===== src/rtl/usart_spi_master.sv =====
module usart_spi_master #(
  parameter int BAUD_W  = 12,
  parameter int FRAME_W = 8
) (
  input  logic              clk,
  input  logic              rst_n,
  input  logic              cfg_tx_en,
  input  logic              cfg_rx_en,
  input  logic              cfg_cpol,
  input  logic              cfg_cpha,
  input  logic              cfg_lsb_first,
  input  logic [BAUD_W-1:0] cfg_baud,
  input  logic              wr_en,
  input  logic [FRAME_W-1:0] wr_data,
  input  logic              rd_en,
  output logic [FRAME_W-1:0] rd_data,
  input  logic              txc_clr,
  output logic              flag_dre,
  output logic              flag_txc,
  output logic              flag_rxc,
  output logic [2:0]        err_flags,
  output logic              sck,
  output logic              mosi,
  input  logic              miso
);
  localparam int EDGES = 2 * FRAME_W;
  localparam int EW    = $clog2(EDGES);

  logic [FRAME_W-1:0] tx_buf, tx_sh, rx_sh, rx_q0, rx_q1;
  logic               tx_full, busy, sck_ph, txc_q;
  logic [1:0]         rx_cnt;
  logic [BAUD_W-1:0]  cnt;
  logic [EW-1:0]      edge_no;

  wire tick   = busy && (cnt == cfg_baud);
  wire lead   = ~edge_no[0];
  wire last   = (edge_no == EW'(EDGES - 1));
  wire first  = (edge_no == '0);
  wire smp    = tick && (lead ^ cfg_cpha);
  wire shf    = tick && !(lead ^ cfg_cpha) && !(cfg_cpha ? first : last);
  wire done   = tick && last;
  wire load   = !busy && tx_full;
  wire wr_ok  = wr_en && cfg_tx_en && (!tx_full || load);
  wire rx_push = done && cfg_rx_en;
  wire pop    = rd_en && (rx_cnt != 2'd0);
  wire push_ok = rx_push && ((rx_cnt != 2'd2) || pop);

  logic [FRAME_W-1:0] rx_nx;
  always_comb begin
    rx_nx = rx_sh;
    if (smp)
      rx_nx = cfg_lsb_first ? {miso, rx_sh[FRAME_W-1:1]} : {rx_sh[FRAME_W-2:0], miso};
  end

  always_ff @(posedge clk or negedge rst_n) begin
    if (!rst_n) begin
      tx_full <= 1'b0;
      tx_buf  <= '0;
    end else begin
      if (wr_ok) begin
        tx_full <= 1'b1;
        tx_buf  <= wr_data;
      end else if (load) begin
        tx_full <= 1'b0;
      end
    end
  end

  always_ff @(posedge clk or negedge rst_n) begin
    if (!rst_n) begin
      busy    <= 1'b0;
      cnt     <= '0;
      edge_no <= '0;
      sck_ph  <= 1'b0;
      tx_sh   <= '0;
      rx_sh   <= '0;
    end else if (load) begin
      busy    <= 1'b1;
      cnt     <= '0;
      edge_no <= '0;
      sck_ph  <= 1'b0;
      tx_sh   <= tx_buf;
    end else if (busy) begin
      rx_sh <= rx_nx;
      if (tick) begin
        cnt     <= '0;
        edge_no <= edge_no + 1'b1;
        sck_ph  <= ~sck_ph;
        if (done) busy <= 1'b0;
      end else begin
        cnt <= cnt + 1'b1;
      end
      if (shf)
        tx_sh <= cfg_lsb_first ? (tx_sh >> 1) : (tx_sh << 1);
    end
  end

  always_ff @(posedge clk or negedge rst_n) begin
    if (!rst_n)
      txc_q <= 1'b0;
    else if (done && !tx_full)
      txc_q <= 1'b1;
    else if (txc_clr)
      txc_q <= 1'b0;
  end

  always_ff @(posedge clk or negedge rst_n) begin
    if (!rst_n) begin
      rx_cnt <= 2'd0;
      rx_q0  <= '0;
      rx_q1  <= '0;
    end else begin
      case ({push_ok, pop})
        2'b01: begin
          rx_q0  <= rx_q1;
          rx_cnt <= rx_cnt - 2'd1;
        end
        2'b10: begin
          if (rx_cnt == 2'd0) rx_q0 <= rx_nx;
          else                rx_q1 <= rx_nx;
          rx_cnt <= rx_cnt + 2'd1;
        end
        2'b11: begin
          if (rx_cnt == 2'd1) rx_q0 <= rx_nx;
          else begin
            rx_q0 <= rx_q1;
            rx_q1 <= rx_nx;
          end
        end
        default: ;
      endcase
    end
  end

  assign rd_data   = rx_q0;
  assign flag_dre  = !tx_full;
  assign flag_txc  = txc_q;
  assign flag_rxc  = (rx_cnt != 2'd0);
  assign err_flags = 3'b000;
  assign sck       = cfg_cpol ^ sck_ph;
  assign mosi      = cfg_lsb_first ? tx_sh[0] : tx_sh[FRAME_W-1];
endmodule



===== config.mk =====
export PLATFORM = sky130hd
export DESIGN_NAME = usart_spi_master
export DESIGN_NICKNAME = d
export VERILOG_FILES = /design/src/rtl/usart_spi_master.sv
export SDC_FILE = /design/constraint.sdc
export NUM_CORES = 1
export LEC_CHECK = 0
export BUFFER_PORTS_ARGS = -buffer_cell sky130_fd_sc_hd__clkbuf_2
export CORE_MARGIN = 10
export CORE_UTILIZATION = 52
export DETAILED_ROUTE_END_ITERATION = 7
export HOLD_SLACK_MARGIN = 0.06
export PLACE_DENSITY_LB_ADDON = 0.05
export SLEW_MARGIN = 0
export SYNTH_ARGS = -nofsm -noshare
export SYNTH_HDL_FRONTEND = slang
export SYNTH_SLANG_ARGS = --single-unit
export TNS_END_PERCENT = 5

===== constraint.sdc =====
create_clock -name clk -period 2.8 [get_ports clk]
set_input_delay 0.28 -clock clk [delete_from_list [all_inputs] [get_ports clk]]
set_output_delay 0.28 -clock clk [all_outputs]
set_load 0.01 [all_outputs]

==> flow_summary.yaml, run 1 <==
route:
  drt-initial-drc-count: 134
  dr_wl_met3_um: 364
  wl_met2_um: 3730
  top_layer_used: "met4"
  dr.pass1.iters: 4
  wl_per_cell_um: 16.5
  ant_nets: 0
  wirelength_um: 7810
  drc: 0
  wl_met1_um: 3560
  vias: 2619
  viasPerCell: 5.53
clock_network:
  root_buffer: "clkbuf_8"
  clock_sinks: 62
  cts_tree: "done"
  clkSlewWorstSetupHoldPaths_ns: 0.07
  hold_buffers: 0
  htreeDepth: 3
  numCtsBuffers: 9
  clockBufferDepth: 2
  clk_latency_ns: 0.35
placement:
  gp_congestion: 0.903
  io_buffers: 43
  dpl_cell_area_um2: 3790
  placed_cells: 455
  dpl.hpwl_um: 5500
timing:
  setup_violations: 0
  clock_skew_ns: 0.00767
  post-route-min-period_ns: 2.70
  worst_slew_pin_slew_ns: 0.777
  period_share_pct: 96.6
  max_freq_mhz: 370
  hold_viol: 0
  slew_violations: 0
  max_slew_margin_pct: 48.2
critical_path:
  rrSetupSlack_ns: 0.1
  required_ns: 3.03
  reg2reg_to: "rx_q1[6]"
  worst-setup-path-type: "flop to flop"
  startpoint_type: "flop"
  end_kind: "flop"
  rr_worst_depth: 10
  arrival_ns: 2.93
  reg2reg_from: "cnt[6]"
  cp_max_fo: 8
grt:
  grt-ovfl-total: 0
  grt_pass1_wl_um: 13300
  grt_usage_pct: 16.1
  grt_pass1_vias: 2697
  grt_max_degree: 63
  antenna_found_initial: 0
worst_hold_path:
  hold_path.class: "primary input to asynchronous set/reset pin"
yosys:
  yosysUniqueCellTypes: 45
  synthCells: 331
  synth_top_flop_cell: "dfrtp_1"
  yosysSeqAreaShare_pct: 45.4
  async_flop_share_pct: 100
  synth_warnings: 0
  synth_edf_count: 0
  synth_area_um2: 3420
  synth_seq_cells: 62
  synth.avg_cell_area_um2: 10.3
cells_and_area:
  fill_cells: 538
  layout-drive-gt1-share_pct: 30.5
  areaGrowthSynthToFinish_pct: 20.7
  design_area_um2: 4130
  fin_nets: 431
  multi_input_area_um2: 1790
  finalNonFillerCells: 474
  antenna_cells: 0
  register_area_um2: 1550
floorplanning:
  fp.dieW_um: 101
  core.rowCount: 29
  core_um2: 6350
  die_h_um: 101
  initial_utilization_pct: 53.8
  io_pins: 47
  fp.dieArea_um2: 10200
power:
  power-per-cell-area_nw_per_um2: 593
  p_leak_uw: 0.00210
  ir_drop_v: 0.000586
job:
  cap_violations: 0
outcome:
  outcome: "complete, no violations"
==> cell type report <==
class                      instances  share of cell area [%]
clock buffer                      10                    3.09
clock inverter                     6                    2.09
inverter                          21                    1.91
multi-input combinational        234                    43.5
sequential                        62                    37.7
tap                               77                    2.33
timing repair buffer              64                    9.43
==> power by group <==
part	switching (µW)	internal, µW
Combinational	291	255
Sequential	74.7	967
Clock	361	499
==> flip-flops by register name, indices dropped and copies added, names as in the netlist <==
name,cells
cnt,12
rd_data,8
rx_q1,8
rx_sh,8
tx_buf,8
tx_sh,8
edge_no,4
rx_cnt,2
busy,1
flag_txc,1
sck_ph,1
tx_full,1
==> cell usage in the layout (no fill, tap or decap), types with 3 or more instances in the layout <==
| cell | netlist | layout |
|---|---|---|
| nor3_1 | 6 | 6 |
| xnor2_1 | 15 | 8 |
| a221o_1 | 6 | 6 |
| buf_4 | 3 | 19 |
| clkbuf_8 | 0 | 9 |
| o21ai_0 | 18 | 16 |
| nor2_1 | 21 | 20 |
| conb_1 | 1 | 3 |
| nand4_1 | 7 | 7 |
| dfrtp_1 | 62 | 60 |
| inv_1 | 21 | 21 |
| clkbuf_2 | 0 | 43 |
| nor2b_1 | 9 | 8 |
| a221oi_1 | 9 | 9 |
| mux2_2 | 25 | 22 |
| mux2i_1 | 22 | 22 |
| nand2_1 | 35 | 35 |
| xor2_1 | 9 | 9 |
| and3_1 | 4 | 3 |
| xnor2_2 | 0 | 7 |
| nand3_1 | 9 | 9 |
| mux2_4 | 0 | 3 |
| ha_1 | 8 | 8 |
==> repair_timing <==
item                                    CTS  global route
setup buffers                             0             3
resized for setup                         0            19
endpoints found under the setup margin    0            16
==> worst max-delay path, stage by stage, from the launching register on <==
cell and delay (ns):
dfrtp_2 0.43, xnor2_2 0.18, nand3_1 0.10, or4_4 0.57
nor2_4 0.12, and3_4 0.19, ha_1 0.19, o31a_2 0.18
a2bb2oi_4 0.15, buf_12 0.14, mux2_2 0.33
==> through the flow <==
step | util (%) | total power [µW] | setup WS (ns) | hold slack [ns] | TNS (ns)
3_3_place_gp | 59.7 | 1530 | 0.0893 | 0.472 | 0
4_1_cts | 63.1 | 2420 | 0.0372 | 0.104 | 0
5_1_grt | 65.0 | 2590 | -0.0293 | 0.109 | -0.206
6_report | 65.0 | 2450 | 0.0961 | 0.0863 | 0
3_5_place_dp | 59.7 | 1550 | 0.0649 | 0.487 | 0
2_1_floorplan | - | 1370 | 0.156 | -0.0156 | 0
==> worst max path at each step <==
| stage | startpoint | to | slack [ns] |
|---|---|---|---|
| 3_3_place_gp | cnt[6] | rx_q1[4] | 0.09 |
| 4_1_cts | cnt[11] | rx_q1[7] | 0.04 |
| 2_1_floorplan | cnt[0] | rd_data[0] | 0.16 |
| 5_1_grt | cnt[6] | rd_data[4] | -0.03 |
| 3_5_place_dp | cnt[11] | rx_q1[7] | 0.06 |
| 6_report | cnt[6] | rx_q1[6] | 0.1 |
==> synthesized netlist by cell type, types with 2 or more instances <==
cell | count | area [µm²]
a31oi_1 | 2 | 12.5
nor3b_1 | 2 | 15.0
mux2_2 | 25 | 282
nand2_1 | 35 | 131
clkbuf_1 | 10 | 37.5
a221oi_1 | 9 | 78.8
xnor2_1 | 15 | 131
ha_1 | 8 | 100
o21ai_0 | 18 | 90.1
a21o_1 | 2 | 15.0
a221o_1 | 6 | 60.1
nand3_1 | 9 | 45.0
mux2i_1 | 22 | 220
dfrtp_1 | 62 | 1550
buf_4 | 3 | 22.5
a211oi_1 | 2 | 15.0
xor2_1 | 9 | 78.8
nand4_1 | 7 | 43.8
nor2b_1 | 9 | 56.3
inv_1 | 21 | 78.8
nor3_1 | 6 | 30.0
and3_1 | 4 | 25.0
o2111ai_1 | 2 | 17.5
nor2_1 | 21 | 78.8
a21oi_1 | 2 | 10.0
==> per-layer routing <==
metal  track usage, %  vias to the layer above
met5                0                        -
met4             6.54                        0
met3             3.98                       16
met2             25.5                       54
met1             20.3                     1263
li1                 -                     1286
==> cell families after synthesis <==
kind of cell / after synthesis / share of synthesized area [%]
buf+inv: 37 / 4.65
fa+ha+maj: 8 / 2.93
other cells: 1 / 0.110
simple gates: 102 / 14.9
compound gates: 50 / 11.2
mux: 47 / 14.7
flops: 62 / 45.4
xor+xnor: 24 / 6.15
No activity file was read; power rests on OpenSTA's default activity.
==> inputs of run 2 (changes only) <==
Settings changed: CORE_UTILIZATION 52 to 57.
Clock period 2.8 ns to 3 ns, I/O delays scaled along.
==> flow_summary.yaml, run 2 (synthesis results as in run 1) <==
clock_network:
  numCtsBuffers: 9
  clockBufferDepth: 2
  root_buffer: "clkbuf_8"
  clkSlewWorstSetupHoldPaths_ns: 0.07
  htreeDepth: 3
  cts_tree: "done"
  clock_sinks: 62
  clk_latency_ns: 0.34
grt:
  grt_pass1_wl_um: 13100
  grt_usage_pct: 16.4
  grt-ovfl-total: 0
  grt_max_degree: 63
  grt_pass1_vias: 2734
  antenna_found_initial: 0
route:
  wl_per_cell_um: 16.7
  viasPerCell: 5.70
  drt-initial-drc-count: 85
  wirelength_um: 7670
  ant_nets: 0
  drc: 0
  vias: 2620
  dr.pass1.iters: 4
critical_path:
  required_ns: 3.22
  arrival_ns: 3.06
  cp_max_fo: 8
  startpoint_type: "flop"
  end_kind: "flop"
  worst-setup-path-type: "flop to flop"
  cp-startpoint: "cnt[1]"
  reg2reg_from: "cnt[1]"
placement:
  gp_congestion: 0.844
  dpl.hpwl_um: 5560
  placed_cells: 444
  io_buffers: 43
power:
  clkPwrFrac_pct: 33.2
  intPower_uw: 1460
  power_frac_seq_pct: 47.0
  power-per-cell-area_nw_per_um2: 533
  switchingPower_uw: 633
  power_frac_comb_pct: 19.7
  p_leak_uw: 0.00200
  power_uw: 2090
  ir_drop_v: 0.000340
  switching_share_pct: 30.2
timing:
  setup_tns_ns: 0
  setup_violations: 0
  max_freq_mhz: 352
  slew_violations: 0
  max_slew_margin_pct: 48.0
  worst_slew_pin_slew_ns: 0.780
  clock_skew_ns: 0.0108
  hold_viol: 0
  period_share_pct: 94.7
  rsz0062_at_grt: "false"
  post-route-min-period_ns: 2.84
cells_and_area:
  finalNonFillerCells: 460
  antenna_cells: 0
  final_cell_mix: "dfrtp_1, clkbuf_2, nand2_1"
  final_util_pct: 66.8
  layout_commonest_cell: "dfrtp_1"
  top_register: "cnt"
  fin_nets: 419
  areaGrowthSynthToFinish_pct: 14.9
  fill_cells: 469
  layout-drive-gt1-share_pct: 25.7
  largest_reg_flops: 12
floorplanning:
  fp.dieW_um: 97.4
  core_um2: 5890
  fp.dieArea_um2: 9490
  core.rowCount: 28
  io_pins: 47
  die_h_um: 97.4
  initial_utilization_pct: 58.1
job:
  cap_violations: 0
outcome:
  outcome: "complete, no violations"
worst_hold_path:
  hold_path.class: "primary input to asynchronous set/reset pin"
run 2: cell count changes in the layout (fill, tap and decap cells not counted), moves of 2 or more:
cell      before  now
buf_4         19    9
mux2_2        22   25
mux2_4         3    0
xnor2_2        7    3
xnor2_1        8   12
clkbuf_1       1    3
run 2: repair_timing:
action	in CTS	in global routing
setup buffers	0	0
endpoints found under the setup margin	0	15
resized for setup	0	5
hold buffers	0	0
run 2: path summary, 6_finish.rpt:
check	slack, ns	cells after the start	endpoint
setup / recovery	0.16	9	rx_q1[1]
hold / removal	0.12	2	tx_full
setup reg to reg	0.16	9	rx_q1[1]
hold reg to reg	0.50	1	sck_ph
max in group asynchronous	2.34	2	cnt[0]
min in group clk	0.16	2	flag_txc
run 2: routing by layer:
layer / track usage, % / part of all wire (%) / vias to the layer above
li1: - / - / 1265
met1: 19.8 / 44 / 1269
met2: 26.6 / 49 / 75
met3: 4.98 / 5.9 / 11
met4: 6.71 / 1.4 / 0
met5: 0 / 0 / -
run 2: metrics by stage:
| stage | worst slack [ns] | hold slack, ns | area [µm²] |
|---|---|---|---|
| detailed placement | 0.158 | 0.501 | 3720 |
| CTS | 0.137 | 0.146 | 3910 |
| global route | 0.0173 | 0.157 | 3930 |
| floorplan | 0.356 | 0.00441 | 3430 |
| global placement | 0.253 | 0.492 | 3720 |
| finish | 0.159 | 0.119 | 3930 |
run 2: layout make-up:
cell class                 count  area, µm²  share of cell area (%)
clock buffer                  12        135                    3.44
clock inverter                 4       47.5                    1.21
inverter                      21       78.8                    2.01
multi-input combinational    234       1740                    44.2
sequential                    62       1550                    39.5
tap                           75       93.8                    2.39
timing repair buffer          52        283                    7.20
run 2: worst max-delay path, cell delays in order (launching register included):
cell	delay, ns
dfrtp_1	0.44
xnor2_1	0.23
nand4_1	0.13
or4_4	0.58
nor2_1	0.15
and3_1	0.20
ha_1	0.17
o31a_2	0.16
a2bb2oi_4	0.29
mux2_2	0.38
run 2: power by group through the flow:
stage / Sequential [µW] / Combinational (µW) / Clock (µW)
final: 985 / 413 / 696
after global routing: 997 / 465 / 749
after CTS: 982 / 410 / 714
after detailed placement: 997 / 407 / 0
after global placement: 992 / 401 / 0
after floorplan: 967 / 311 / 0
==> inputs of run 3 (changes only) <==
--- a/config.mk
+++ b/config.mk
@@ -7,5 +7,4 @@
 export LEC_CHECK = 0
 export BUFFER_PORTS_ARGS = -buffer_cell sky130_fd_sc_hd__clkbuf_2
-export CORE_MARGIN = 10
 export CORE_UTILIZATION = 57
 export DETAILED_ROUTE_END_ITERATION = 7
==> constraint.sdc (replaced) <==
create_clock -name clk -period 3 [get_ports clk]
set_input_delay 0 -clock clk [delete_from_list [all_inputs] [get_ports clk]]
set_output_delay 0 -clock clk [all_outputs]
set_load 0.01 [all_outputs]
==> flow_summary.yaml, run 3 (synthesis results as in run 1) <==
timing:
  rsz0062_at_grt: "true"
  post-route-min-period_ns: 2.87
  max_freq_mhz: 349
  slew_violations: 0
  hold_viol: 0
  clock_skew_ns: 0.0120
  period_share_pct: 95.6
  worst_slew_pin_slew_ns: 0.856
  max_slew_margin_pct: 43.0
  setup_violations: 0
worst_hold_path:
  hold_end: "rx_sh[7]"
  holdCritStartpoint: "miso"
  hold_path_depth: 4
  hold_path.class: "primary input to flop"
route:
  vias: 2706
  dr.pass1.iters: 4
  wirelength_um: 7920
  drt-initial-drc-count: 143
  viasPerCell: 5.76
  drc: 0
  wl_per_cell_um: 16.9
  ant_nets: 0
placement:
  placed_cells: 442
  dpl.hpwl_um: 5410
  io_buffers: 43
  dpl_cell_area_um2: 3730
  gp_congestion: 0.871
clock_network:
  post_cts_buffers: 0
  clockBufferDepth: 2
  cts_tree: "done"
  clkSlewWorstSetupHoldPaths_ns: 0.07
  htreeDepth: 3
  clk_latency_ns: 0.34
  clock_sinks: 62
  numCtsBuffers: 9
  root_buffer: "clkbuf_8"
critical_path:
  max_stage_delay_ns: 0.59
  reg2reg_to: "rx_q1[1]"
  reg2reg_from: "cnt[0]"
  cp_max_fo: 8
  worstPathCellList: "xnor2_1 > nand3_1 > or4_4 > nor2_1 > and3_1 > ha_1 > o31a_2 > a2bb2oi_4 > mux2_2"
  required_ns: 3.21
  end_kind: "flop"
  cp_slowest_cell: "or4_4"
  arrival_ns: 3.08
  rr_worst_depth: 9
  startpoint_type: "flop"
  worst-setup-path-type: "flop to flop"
  rrSetupSlack_ns: 0.13
power:
  power-per-cell-area_nw_per_um2: 549
  p_leak_uw: 0.00207
  ir_drop_v: 0.000351
  power_uw: 2250
grt:
  grt_pass1_wl_um: 13300
  grt_usage_pct: 27.9
  grt-ovfl-total: 0
  grt_pass1_vias: 2725
  antenna_found_initial: 0
  grt_max_degree: 32
cells_and_area:
  fin_nets: 432
  finalNonFillerCells: 470
  top_register: "cnt"
  antenna_cells: 0
  layout-drive-gt1-share_pct: 25.9
  areaGrowthSynthToFinish_pct: 19.7
  fill_cells: 419
  final_cell_mix: "dfrtp_1, clkbuf_2, nand2_1"
  largest_reg_flops: 12
  design_area_um2: 4090
  layout_commonest_cell: "dfrtp_1"
outcome:
  outcome: "complete, no violations"
floorplanning:
  fp.dieW_um: 79.4
  io_pins: 47
  initial_utilization_pct: 60.6
  core_um2: 5640
  fp.dieArea_um2: 6310
  die_h_um: 79.4
  core.rowCount: 27
job:
  cap_violations: 0
-- run 3: cell types whose count changed in the layout (fill, tap and decap cells not counted), sizes merged --
cell and change:
clkbuf -2, clkinvlp +1, bufinv +1, buf +1, dlygate4sd3 +12
-- run 3: how the worst max path moves through the flow --
stage	from	endpoint	cells past startpoint
3_3_place_gp	cnt[0]	rx_q1[2]	9
4_1_cts	cnt[0]	rd_data[5]	10
2_1_floorplan	cnt[0]	rd_data[0]	12
5_1_grt	cnt[0]	rd_data[4]	12
6_report	cnt[0]	rx_q1[1]	9
3_5_place_dp	cnt[0]	rx_q1[1]	9
-- run 3: layout make-up --
cell class,instances,area [µm²],area share (%)
well taps,72,90.1,2.20
flip-flops and latches,62,1550,38.0
clock inverters,6,85.1,2.08
inverters,21,78.8,1.93
repair buffers,65,410,10.0
clock buffers,10,138,3.36
multi-input cells,234,1740,42.4
-- run 3: timing repair --
action                                  4_1_cts  5_1_grt
hold buffers                                 12        0
gates resized for setup                       0        4
endpoints found under the hold margin        39        0
endpoints found under the setup margin        0        5
-- run 3: critical path, delay by kind of cell (launching register included) --
| kind | cells | cell delay, ns |
|---|---|---|
| simple gates | 4 | 1.07 |
| compound gates | 2 | 0.47 |
| xor+xnor | 1 | 0.20 |
| mux | 1 | 0.38 |
| flops | 1 | 0.45 |
| fa+ha+maj | 1 | 0.17 |
-- run 3: report_power, final --
group | switching (µW) | internal, µW
combinational | 250 | 193
sequential | 80.3 | 899
clock | 338 | 487
-- run 3: routing by layer --
metal	wire [µm]	GRT usage, %	vias up
li1	-	-	1285
met1	3740	38.6	1340
met2	3750	44.5	70
met3	310	3.66	11
met4	121	10.9	0
met5	0	0	-
-- run 3: metrics by stage --
step                      hold slack (ns)  util [%]   TNS, ns  setup WS, ns
after floorplan                    -0.296         -         0         0.356
after global placement              0.142      66.0         0         0.265
after detailed placement            0.139      66.0         0         0.149
after CTS                          0.0726      72.1         0         0.130
after global routing                0.126      72.5  -0.00607      -0.00607
final                              0.0862      72.5         0         0.133
